$ cat src/rtl/sds_acc_pkg.sv
package sds_acc_pkg;
  localparam int START_BIT = 0;
  localparam int WR_BIT    = 1;
  localparam int LANE_LSB  = 2;
  localparam int LANE_W    = 5;
  localparam int PAGE_LSB  = 7;
  localparam int PAGE_W    = 6;
  localparam int REG_LSB   = 13;
  localparam int REG_W     = 5;
  localparam int USED_W    = REG_LSB + REG_W;
  localparam int DATA_W    = 16;
  localparam int CSR_W     = 32;

  // field order matches the command word above bit 0
  typedef struct packed {
    logic [REG_W-1:0]  regn;
    logic [PAGE_W-1:0] page;
    logic [LANE_W-1:0] lane;
    logic              wr;
  } sds_cmd_t;
endpackage

$ cat src/rtl/sds_cmd_decode.sv
module sds_cmd_decode
  import sds_acc_pkg::*;
(
  input  logic [CSR_W-1:0] word_i,
  output sds_cmd_t         cmd_o,
  output logic             start_o
);
  always_comb begin
    cmd_o.wr   = word_i[WR_BIT];
    cmd_o.lane = word_i[LANE_LSB +: LANE_W];
    cmd_o.page = word_i[PAGE_LSB +: PAGE_W];
    cmd_o.regn = word_i[REG_LSB  +: REG_W];
    start_o    = word_i[START_BIT];
  end
endmodule

$ cat src/rtl/sds_acc_seq.sv
module sds_acc_seq
  import sds_acc_pkg::*;
#(
  parameter int ACCESS_LAT = 4,
  parameter int NUM_LANES  = 12
) (
  input  logic     clk_i,
  input  logic     rst_ni,
  input  logic     cmd_wr_i,
  input  sds_cmd_t cmd_i,
  input  logic     start_i,
  output sds_cmd_t cmd_q_o,
  output logic     busy_o,
  output logic     done_o,
  output logic     legal_o,
  output logic     port_en_o
);
  localparam int CNT_W = (ACCESS_LAT > 1) ? $clog2(ACCESS_LAT) : 1;
  localparam logic [CNT_W-1:0] CNT_LOAD = CNT_W'(ACCESS_LAT - 1);
  localparam logic [LANE_W:0]  LANE_LIM = (LANE_W+1)'(NUM_LANES);

  sds_cmd_t         cmd_q;
  logic             busy_q;
  logic [CNT_W-1:0] cnt_q;

  always_ff @(posedge clk_i or negedge rst_ni) begin
    if (!rst_ni) begin
      cmd_q  <= '0;
      busy_q <= 1'b0;
      cnt_q  <= '0;
    end else if (!busy_q) begin
      if (cmd_wr_i) begin
        cmd_q <= cmd_i;
        if (start_i) begin
          busy_q <= 1'b1;
          cnt_q  <= CNT_LOAD;
        end
      end
    end else if (cnt_q == '0) begin
      busy_q <= 1'b0;
    end else begin
      cnt_q <= cnt_q - 1'b1;
    end
  end

  assign legal_o   = {1'b0, cmd_q.lane} < LANE_LIM;
  assign done_o    = busy_q && (cnt_q == '0);
  assign port_en_o = done_o && legal_o;
  assign busy_o    = busy_q;
  assign cmd_q_o   = cmd_q;


  busy_clear_chk: assert property (@(posedge clk_i) disable iff (!rst_ni)
    done_o |=> !busy_q);

  busy_load_chk: assert property (@(posedge clk_i) disable iff (!rst_ni)
    $rose(busy_q) |-> cnt_q == CNT_LOAD);

  strobe_pulse_chk: assert property (@(posedge clk_i) disable iff (!rst_ni)
    port_en_o |=> !port_en_o);

  cmd_hold_chk: assert property (@(posedge clk_i) disable iff (!rst_ni)
    busy_q |=> $stable(cmd_q));
endmodule

$ cat src/rtl/sds_data_reg.sv
module sds_data_reg
  import sds_acc_pkg::*;
(
  input  logic              clk_i,
  input  logic              rst_ni,
  input  logic              bus_wr_i,
  input  logic [DATA_W-1:0] bus_wdata_i,
  input  logic              busy_i,
  input  logic              done_i,
  input  logic              rd_i,
  input  logic              legal_i,
  input  logic [DATA_W-1:0] rdata_i,
  output logic [DATA_W-1:0] data_o
);
  logic [DATA_W-1:0] data_q;

  always_ff @(posedge clk_i or negedge rst_ni) begin
    if (!rst_ni) begin
      data_q <= '0;
    end else if (done_i && rd_i) begin
      data_q <= legal_i ? rdata_i : '0;
    end else if (bus_wr_i && !busy_i) begin
      data_q <= bus_wdata_i;
    end
  end

  assign data_o = data_q;


  data_hold_chk: assert property (@(posedge clk_i) disable iff (!rst_ni)
    (busy_i && !done_i) |=> $stable(data_q));

  illegal_rd_zero_chk: assert property (@(posedge clk_i) disable iff (!rst_ni)
    (done_i && rd_i && !legal_i) |=> (data_q == '0));

  rd_capture_chk: assert property (@(posedge clk_i) disable iff (!rst_ni)
    (done_i && rd_i && legal_i) |=> (data_q == $past(rdata_i)));
endmodule

$ cat src/rtl/sds_indirect_engine.sv
module sds_indirect_engine
  import sds_acc_pkg::*;
#(
  parameter int ACCESS_LAT = 4,
  parameter int NUM_LANES  = 12
) (
  input  logic              clk_i,
  input  logic              rst_ni,
  input  logic              csr_wr_i,
  input  logic              csr_sel_i,
  input  logic [CSR_W-1:0]  csr_wdata_i,
  output logic [CSR_W-1:0]  cmd_rdata_o,
  output logic [CSR_W-1:0]  data_rdata_o,
  output logic              sds_en_o,
  output logic              sds_we_o,
  output logic [LANE_W-1:0] sds_lane_o,
  output logic [PAGE_W-1:0] sds_page_o,
  output logic [REG_W-1:0]  sds_reg_o,
  output logic [DATA_W-1:0] sds_wdata_o,
  input  logic [DATA_W-1:0] sds_rdata_i
);
  sds_cmd_t          dec_cmd, cmd_q;
  logic              dec_start, busy, done, legal, port_en;
  logic [DATA_W-1:0] data_q;

  sds_cmd_decode u_dec (
    .word_i  (csr_wdata_i),
    .cmd_o   (dec_cmd),
    .start_o (dec_start)
  );

  sds_acc_seq #(
    .ACCESS_LAT (ACCESS_LAT),
    .NUM_LANES  (NUM_LANES)
  ) u_seq (
    .clk_i     (clk_i),
    .rst_ni    (rst_ni),
    .cmd_wr_i  (csr_wr_i && !csr_sel_i),
    .cmd_i     (dec_cmd),
    .start_i   (dec_start),
    .cmd_q_o   (cmd_q),
    .busy_o    (busy),
    .done_o    (done),
    .legal_o   (legal),
    .port_en_o (port_en)
  );

  sds_data_reg u_data (
    .clk_i       (clk_i),
    .rst_ni      (rst_ni),
    .bus_wr_i    (csr_wr_i && csr_sel_i),
    .bus_wdata_i (csr_wdata_i[DATA_W-1:0]),
    .busy_i      (busy),
    .done_i      (done),
    .rd_i        (!cmd_q.wr),
    .legal_i     (legal),
    .rdata_i     (sds_rdata_i),
    .data_o      (data_q)
  );

  assign cmd_rdata_o  = {{(CSR_W-USED_W){1'b0}}, cmd_q, busy};
  assign data_rdata_o = {{(CSR_W-DATA_W){1'b0}}, data_q};
  assign sds_en_o     = port_en;
  assign sds_we_o     = cmd_q.wr;
  assign sds_lane_o   = cmd_q.lane;
  assign sds_page_o   = cmd_q.page;
  assign sds_reg_o    = cmd_q.regn;
  assign sds_wdata_o  = data_q;


  strobe_busy_chk: assert property (@(posedge clk_i) disable iff (!rst_ni)
    sds_en_o |-> cmd_rdata_o[0]);

  idle_no_start_chk: assert property (@(posedge clk_i) disable iff (!rst_ni)
    (!cmd_rdata_o[0] && csr_wr_i && !csr_sel_i && !csr_wdata_i[0]) |=> !cmd_rdata_o[0]);
endmodule

$ cat config.mk
export PLATFORM = sky130hd
export DESIGN_NAME = sds_indirect_engine
export DESIGN_NICKNAME = d
export VERILOG_FILES = /design/src/rtl/sds_acc_pkg.sv /design/src/rtl/sds_cmd_decode.sv /design/src/rtl/sds_acc_seq.sv /design/src/rtl/sds_data_reg.sv /design/src/rtl/sds_indirect_engine.sv
export SDC_FILE = /design/constraint.sdc
export NUM_CORES = 1
export LEC_CHECK = 0
export CAP_MARGIN = 10
export CORE_UTILIZATION = 36
export DETAILED_ROUTE_END_ITERATION = 10
export PLACE_DENSITY = 0.85
export SYNTH_ARGS = -nofsm -noshare
export SYNTH_HDL_FRONTEND = slang
export SYNTH_SLANG_ARGS = --single-unit
$ cat constraint.sdc
create_clock -name clk_i -period 1.9 [get_ports clk_i]
set_input_delay 0.38 -clock clk_i [delete_from_list [all_inputs] [get_ports clk_i]]
set_output_delay 0.38 -clock clk_i [all_outputs]
set_load 0.03 [all_outputs]
# Word level (Yosys, flattened, before mapping)

Index checks and enable logic that the tools add are counted.

Logic and storage cells: 37
Input port bits: 52
Output and inout bits: 98
Register bits: 36

Bitwise operators: 1
$add $sub $neg: 1
Equal/unequal tests: 1
Mux-type cells: 11
Reduce and logical (&&, ||, !) cells: 15
$lt $le $gt $ge: 1

Operators with widths:

| operator                                                    | number |
|---|---|
| two-way mux 16 bit                                          | 3 |
| two-way mux 2 bit                                           | 4 |
| logical AND 1 bit                                           | 6 |
| nonzero test 2 bit                                          | 3 |
| less-than comparator 5 x 4 -> 1 bit (second input constant) | 1 |
| two-way mux 1 bit                                           | 4 |
| logical NOT 1 bit                                           | 3 |
| AND reduction 3 bit                                         | 1 |
| logical NOT 2 bit                                           | 1 |
| != test 2 bit (second input constant)                       | 1 |
| AND reduction 2 bit                                         | 1 |
| subtractor 2 x 1 -> 2 bit (second input constant)           | 1 |
| NOT 1 bit                                                   | 1 |

# Logic depth before layout (Yosys ltp)

Gate-level depths: netlist of the first run.

Depth in word-level cells: 4
Depth in mapped cells: 7
Gate-level depth less buffers: 5

# By module

Synthesis of the first run repeated with hierarchy kept, for this count alone.

Cells, all modules: 234
Area total of the unflattened synthesis: 2457.4 um2

By module, submodules not included:

| module              | sequential area each (um2) | instances | cells each | area each (um2) |
|---|---|---|---|---|
| sds_data_reg        | 400.4                      | 1         | 93         | 955.9 |
| sds_acc_seq         | 500.5                      | 1         | 55         | 862.1 |
| sds_indirect_engine | 0.0                        | 1         | 68         | 504.2 |
| sds_cmd_decode      | 0.0                        | 1         | 18         | 135.1 |

# Worst setup path before layout of the first run

Ideal clock, no wire load.

Path type: register -> output
Start: register u_seq.cmd_q_o[3] (netlist name)
End: output port sds_en_o
Path slack: 106 ps
Data arrival time: 1414 ps
Required time: 1520 ps
Stages on the path, launching flop included: 4
Buffers on the path: 1
Cells stage by stage: dfrtp_1 -> a21oi_2 -> buf_4 -> and3_1

Longest elaborated chain between the ends: 2

Ends and longest elaborated chain:

| what                                | line                      | RTL |
|---|---|---|
| less-than comparator 5 x 4 -> 1 bit | sds_acc_seq.sv:46         | `assign legal_o = {1'b0, cmd_q.lane} < LANE_LIM;` |
| logical AND 1 bit                   | sds_acc_seq.sv:48         | `assign port_en_o = done_o && legal_o;` |
| to (decl)                           | sds_indirect_engine.sv:14 | `output logic sds_en_o,` |

Every way passes these cells.

# Worst setup path after layout of the first run

Start: register u_seq.cmd_q_o[0] (netlist name)
End: output port cmd_rdata_o[1]

RTL lines:

| what      | line                      | RTL |
|---|---|---|
| to (decl) | sds_indirect_engine.sv:12 | `output logic [CSR_W-1:0] cmd_rdata_o,` |

No word-level cell between the ends.

==> flow_summary.toml, run 1 <==
[outcome]
status = "finished clean"

[cells_and_area]
drive_gt1_frac = 0.204
final_common_cell = "clkdlybuf4s50_1"
finalNetCount = 321
fillers = 536
layout_common_cells = "clkdlybuf4s50_1 (102), dfrtp_1 (36), conb_1 (30)"
area_delta_synth_final_pct = 38.7
diodes = 0

[synthesis]
syn_area_sq_um = 2250
yosysSeqAreaShare = 0.400
syn_avg_cell_area_sq_um = 11.8
synthCells = 190
ys_types = 28
synth-seq-cells = 36
ys_warn_count = 0

[floorplanning]
die_w_microns = 81.1
start_util = 0.376
rows = 28
die_area_sq_um = 6570
coreArea_sq_um = 5990
die_h_microns = 81.1
ioPinCount = 150

[power_and_ir_drop]
p_leak_nw = 1.31
powerDensity_nw_per_um2 = 1980
irDropWorstVdd_mv = 0.952

[worst_setup_path]
critical_path_class = "flop to output port"
max_stage_delay_ps = 720
cp_num_cells = 1
path_delay_family = "buffers and inverters"
crit-reg2reg-launch = "u_seq.busy_o"
start_kind = "flop"
required_ps = 1520
ff2ff_path_depth = 3
critPathMaxFanout = 5
crit_start = "u_seq.cmd_q_o[0]"
endpoint_kind = "output port"
arrival_ps = 1430
rrSetupSlack_ps = 470
cp_num_buf_inv = 1
cp_cell_sequence = "clkdlybuf4s50_1"
critPathSlowestCell = "clkdlybuf4s50_1"
r2r-end = "u_seq.cmd_q_o[14]"
crit_end = "cmd_rdata_o[1]"

[cts]
clock_latency_ps = 290
root_buffer = "clkbuf_8"
cts.sinks = 36
clk_pin_slew_ps = 80
cts_buffers = 5
postCtsSetupBuffers = 0
cts_max_level = 2
ctsHoldBuffers = 0
clockBufferDepth = 2
tritoncts = "yes"

[route]
dr_total_vias = 1580
drtIter0Drc = 42
routedWlPerCell_microns = 14.9
vias_per_cell = 4.59
firstDrtPassIters = 4
drc_errors = 0
antenna_left = 0
wl_mm = 5.11

[global_routing]
grt_antenna_before_repair = 0
grt_pass1_wl_mm = 7.77
grt_start_max_net_pins = 37
grt_overflow = 0
first_global_vias = 1537
grtUsageTotal = 0.160

[placed_design]
dp_hpwl_mm = 3.76
gp_congestion = 0.709
portBuffers = 105

[sta]
fin_crit_ps = 1810
drv_slew = 0
rsz0062_at_grt = "false"
fin_crit_sh = 0.951
worst_pin_slew_ps = 832
final_hold_viol_count = 0
finalSetupViolations = 0
slew_headroom = 0.445
hold_ws_ps = 176
fin_tns_setup_ps = 0
clock_skew_ps = 8.70
fmax_mhz = 554

[hold_path]
min_path_type = "input pin to async pin"

[flow_run]
max_cap_violations = 0
kinds of logic after synthesis:
group,after synthesis,synth area share
buffers and inverters,74,0.255
AO/OA/AOI/OAI,37,0.146
flip-flops,36,0.400
AND/OR/NAND/NOR,24,0.0912
multiplexers,17,0.100
adder cells (fa/ha/maj),1,0.00556
other,1,0.00167
through the flow:
| stage | instance area, sq um | utilization | total power [mW] | setup WS, ps | std cells |
|---|---|---|---|---|---|
| after global placement | 3030 | 0.505 | 5.58 | 91.8 | 336 |
| after CTS | 3120 | 0.521 | 6.25 | 63.3 | 344 |
| after floorplan | 2360 | - | 4.45 | 106 | 219 |
| after detailed placement | 3030 | 0.505 | 5.66 | 66.8 | 336 |
| after global routing | 3120 | 0.521 | 6.49 | 41.2 | 344 |
| final | 3120 | 0.521 | 6.18 | 93.7 | 344 |
worst min-delay path by stage:
stage          cells past startpoint                end  slack, ps              start
4_1_cts                            1     u_seq.cnt_q[0]        210             rst_ni
2_1_floorplan                      0   u_data.data_o[0]         80             rst_ni
3_5_place_dp                       1  u_seq.cmd_q_o[15]        510  u_seq.cmd_q_o[15]
3_3_place_gp                       1   u_seq.cmd_q_o[8]        500   u_seq.cmd_q_o[8]
6_report                           1     u_seq.cnt_q[1]        180             rst_ni
5_1_grt                            1     u_seq.cnt_q[1]        260             rst_ni
power by group:
part	switching (mW)	internal [mW]	leakage [nW]
combinational	2.27	1.82	0.854
sequential	0.364	1.15	0.410
clock	0.284	0.290	0.0510
repair_timing:
action	in CTS	in global routing
gates resized for setup	1	0
endpoints found under the hold margin	0	0
setup endpoints to repair	1	0
registers in the layout (all words and copies together), names as in the netlist:
name / cells
u_data.data_o: 16
u_seq.busy_o: 1
u_seq.cmd_q_o: 17
u_seq.cnt_q: 2
routing by layer:
metal / vias to the layer above / share of wire / track usage
met1: 783 / 0.40 / 0.197
met5: - / 0 / 0
met3: 5 / 0.064 / 0.0326
met4: 0 / 0.0082 / 0.0500
met2: 75 / 0.53 / 0.278
li1: 717 / - / -
area by class of cell:
| type | count | area, sq um | share of cell area |
|---|---|---|---|
| multi-input cells | 109 | 890 | 0.285 |
| inverters | 2 | 7.51 | 0.00241 |
| repair buffers | 114 | 1130 | 0.364 |
| clock buffers | 6 | 82.6 | 0.0265 |
| clock inverters | 2 | 10.0 | 0.00321 |
| flip-flops and latches | 36 | 901 | 0.289 |
| well taps | 75 | 93.8 | 0.0301 |
cell usage after synthesis (all sizes together):
cell	number	share of area
inv	2	0.0033
a21oi	2	0.0078
nand2	2	0.0044
nand3b	2	0.014
conb	1	0.0017
mux2	17	0.10
clkbuf	1	0.0017
a211oi	1	0.0056
nand3	16	0.058
dfrtp	36	0.40
a21o	1	0.0033
o21a	1	0.0033
buf	71	0.25
nor3b	1	0.0056
and3b	1	0.0039
a2bb2oi	16	0.090
o21ai	16	0.036
and3	1	0.0028
nor2b	1	0.0028
ha	1	0.0056
No activity file was read; power rests on OpenSTA's default activity.
==> run 2, diff against run 1 <==
--- a/config.mk
+++ b/config.mk
@@ -5,6 +5,7 @@
 export SDC_FILE = /design/constraint.sdc
 export NUM_CORES = 1
 export LEC_CHECK = 0
+export ABC_AREA = 0
 export CAP_MARGIN = 10
 export CORE_UTILIZATION = 36
 export DETAILED_ROUTE_END_ITERATION = 10
==> results of run 2 <==
The final DEF is identical to that of run 1; final timing and power are the same.
==> run 3, diff against run 2 <==
--- a/config.mk
+++ b/config.mk
@@ -6,10 +6,12 @@
 export NUM_CORES = 1
 export LEC_CHECK = 0
 export ABC_AREA = 0
+export ABC_CLOCK_PERIOD_IN_PS = 1900
 export CAP_MARGIN = 10
+export CORE_MARGIN = 5
 export CORE_UTILIZATION = 36
 export DETAILED_ROUTE_END_ITERATION = 10
-export PLACE_DENSITY = 0.85
+export PLACE_DENSITY_LB_ADDON = 0.1
 export SYNTH_ARGS = -nofsm -noshare
 export SYNTH_HDL_FRONTEND = slang
 export SYNTH_SLANG_ARGS = --single-unit
==> run 3 against run 2 <==
  * Worst hold slack worse by 160 ps
  * Sequential share of layout area hardly changed
  * Clock skew down 1.3 ps
  * Routed wire length up 7.3%
  * Critical path type unchanged
  * Critical endpoint is now sds_we_o
  * Highest routed layer unchanged
==> flow_summary.toml, run 3 (synthesis results as in run 1) <==
[outcome]
status = "finished clean"

[floorplanning]
ioPinCount = 150
coreArea_sq_um = 5990
die_area_sq_um = 7930
die_w_microns = 89.1
rows = 28
die_h_microns = 89.1
start_util = 0.376

[power_and_ir_drop]
irDropWorstVdd_mv = 0.959
p_total_mw = 6.17
powerDensity_nw_per_um2 = 1980
p_leak_nw = 1.32

[sta]
clock_skew_ps = 7.40
timing.final.ws_setup_ps = 81.6
finalSetupViolations = 0
hold_ws_ps = 16.4
fin_crit_ps = 1820
fin_crit_sh = 0.957
final_hold_viol_count = 0
fmax_mhz = 550
rsz0062_at_grt = "false"
fin_tns_setup_ps = 0
drv_slew = 0

[hold_path]
min_path_type = "input pin to async pin"

[cts]
clockBufferDepth = 2
cts.sinks = 36
root_buffer = "clkbuf_8"
cts_max_level = 2
clock_latency_ps = 290
cts_buffers = 5
tritoncts = "yes"
clk_pin_slew_ps = 80

[global_routing]
grt_pass1_wl_mm = 7.91
grt_overflow = 0
grt_antenna_before_repair = 0
first_global_vias = 1485
grtUsageTotal = 0.136
grt_start_max_net_pins = 20

[route]
dr_total_vias = 1553
vias_per_cell = 4.50
wl_mm = 5.49
drtIter0Drc = 17
firstDrtPassIters = 3
routedWlPerCell_microns = 15.9
drc_errors = 0
antenna_left = 0

[cells_and_area]
fillers = 532
fin_cells = 345
drive_gt1_frac = 0.200
multiInputGateArea_sq_um = 890
design_area_sq_um = 3120
postLayoutCoreUtil = 0.520
largest_reg_flops = 17
area_delta_synth_final_pct = 38.5
finalNetCount = 322
final_common_cell = "clkdlybuf4s50_1"
layout_common_cells = "clkdlybuf4s50_1 (102), dfrtp_1 (36), conb_1 (30)"
regArea_sq_um = 901
diodes = 0

[placed_design]
dp_hpwl_mm = 4.20
gp_congestion = 0.649
preCtsSetupSlack_ps = 31.3
portBuffers = 105
place_area_sq_um = 3020
post-place-cells = 337

[worst_setup_path]
path_delay_family = "buffers and inverters"
max_stage_delay_ps = 710
critPathMaxFanout = 5
cp_num_buf_inv = 1
critPathSlowestCell = "clkdlybuf4s50_1"
arrival_ps = 1440
cp_cell_sequence = "clkdlybuf4s50_1"
required_ps = 1520
start_kind = "flop"
endpoint_kind = "output port"
critical_path_class = "flop to output port"

[flow_run]
max_cap_violations = 0
==> run 3: power by group <==
group          leakage (nW)  switching (mW)  total (mW)  internal, mW
clock network        0.0455           0.275       0.571         0.296
logic                 0.863            2.27        4.08          1.82
registers             0.410           0.359        1.51          1.16
total                  1.32            2.90        6.17          3.27
==> run 3: layer usage <==
metal  vias to the layer above  wire length (microns)  GRT usage
li1                        723                      -          -
met5                         -                      0          0
met3                         8                    422     0.0359
met4                         0                     51     0.0528
met1                       755                   2190      0.167
met2                        67                   2820      0.227
==> run 3: what timing repair did <==
action,CTS,global route
gates resized for setup,0,1
setup endpoints to repair,0,1
hold buffers,0,0
buffers inserted,0,0
==> run 3: worst paths after layout <==
| check | from | endpoint | slack (ps) | depth (start not counted) |
|---|---|---|---|---|
| max reg2reg | u_seq.cnt_q[0] | u_data.data_o[13] | 330 | 6 |
| max in group asynchronous | rst_ni | u_data.data_o[14] | 1260 | 2 |
| max | u_seq.cmd_q_o[0] | sds_we_o | 80 | 1 |
| min in group clk_i | u_seq.cmd_q_o[15] | u_seq.cmd_q_o[15] | 510 | 1 |
| min reg2reg | u_seq.cmd_q_o[15] | u_seq.cmd_q_o[15] | 510 | 1 |
| min | rst_ni | u_seq.cmd_q_o[15] | 20 | 1 |
==> run 3: cell type report <==
cell class,instances,share of cell area
sequential,36,0.289
inverter,2,0.00241
tap,75,0.0301
clock buffer,8,0.0289
timing repair buffer,115,0.364
multi-input combinational,109,0.286
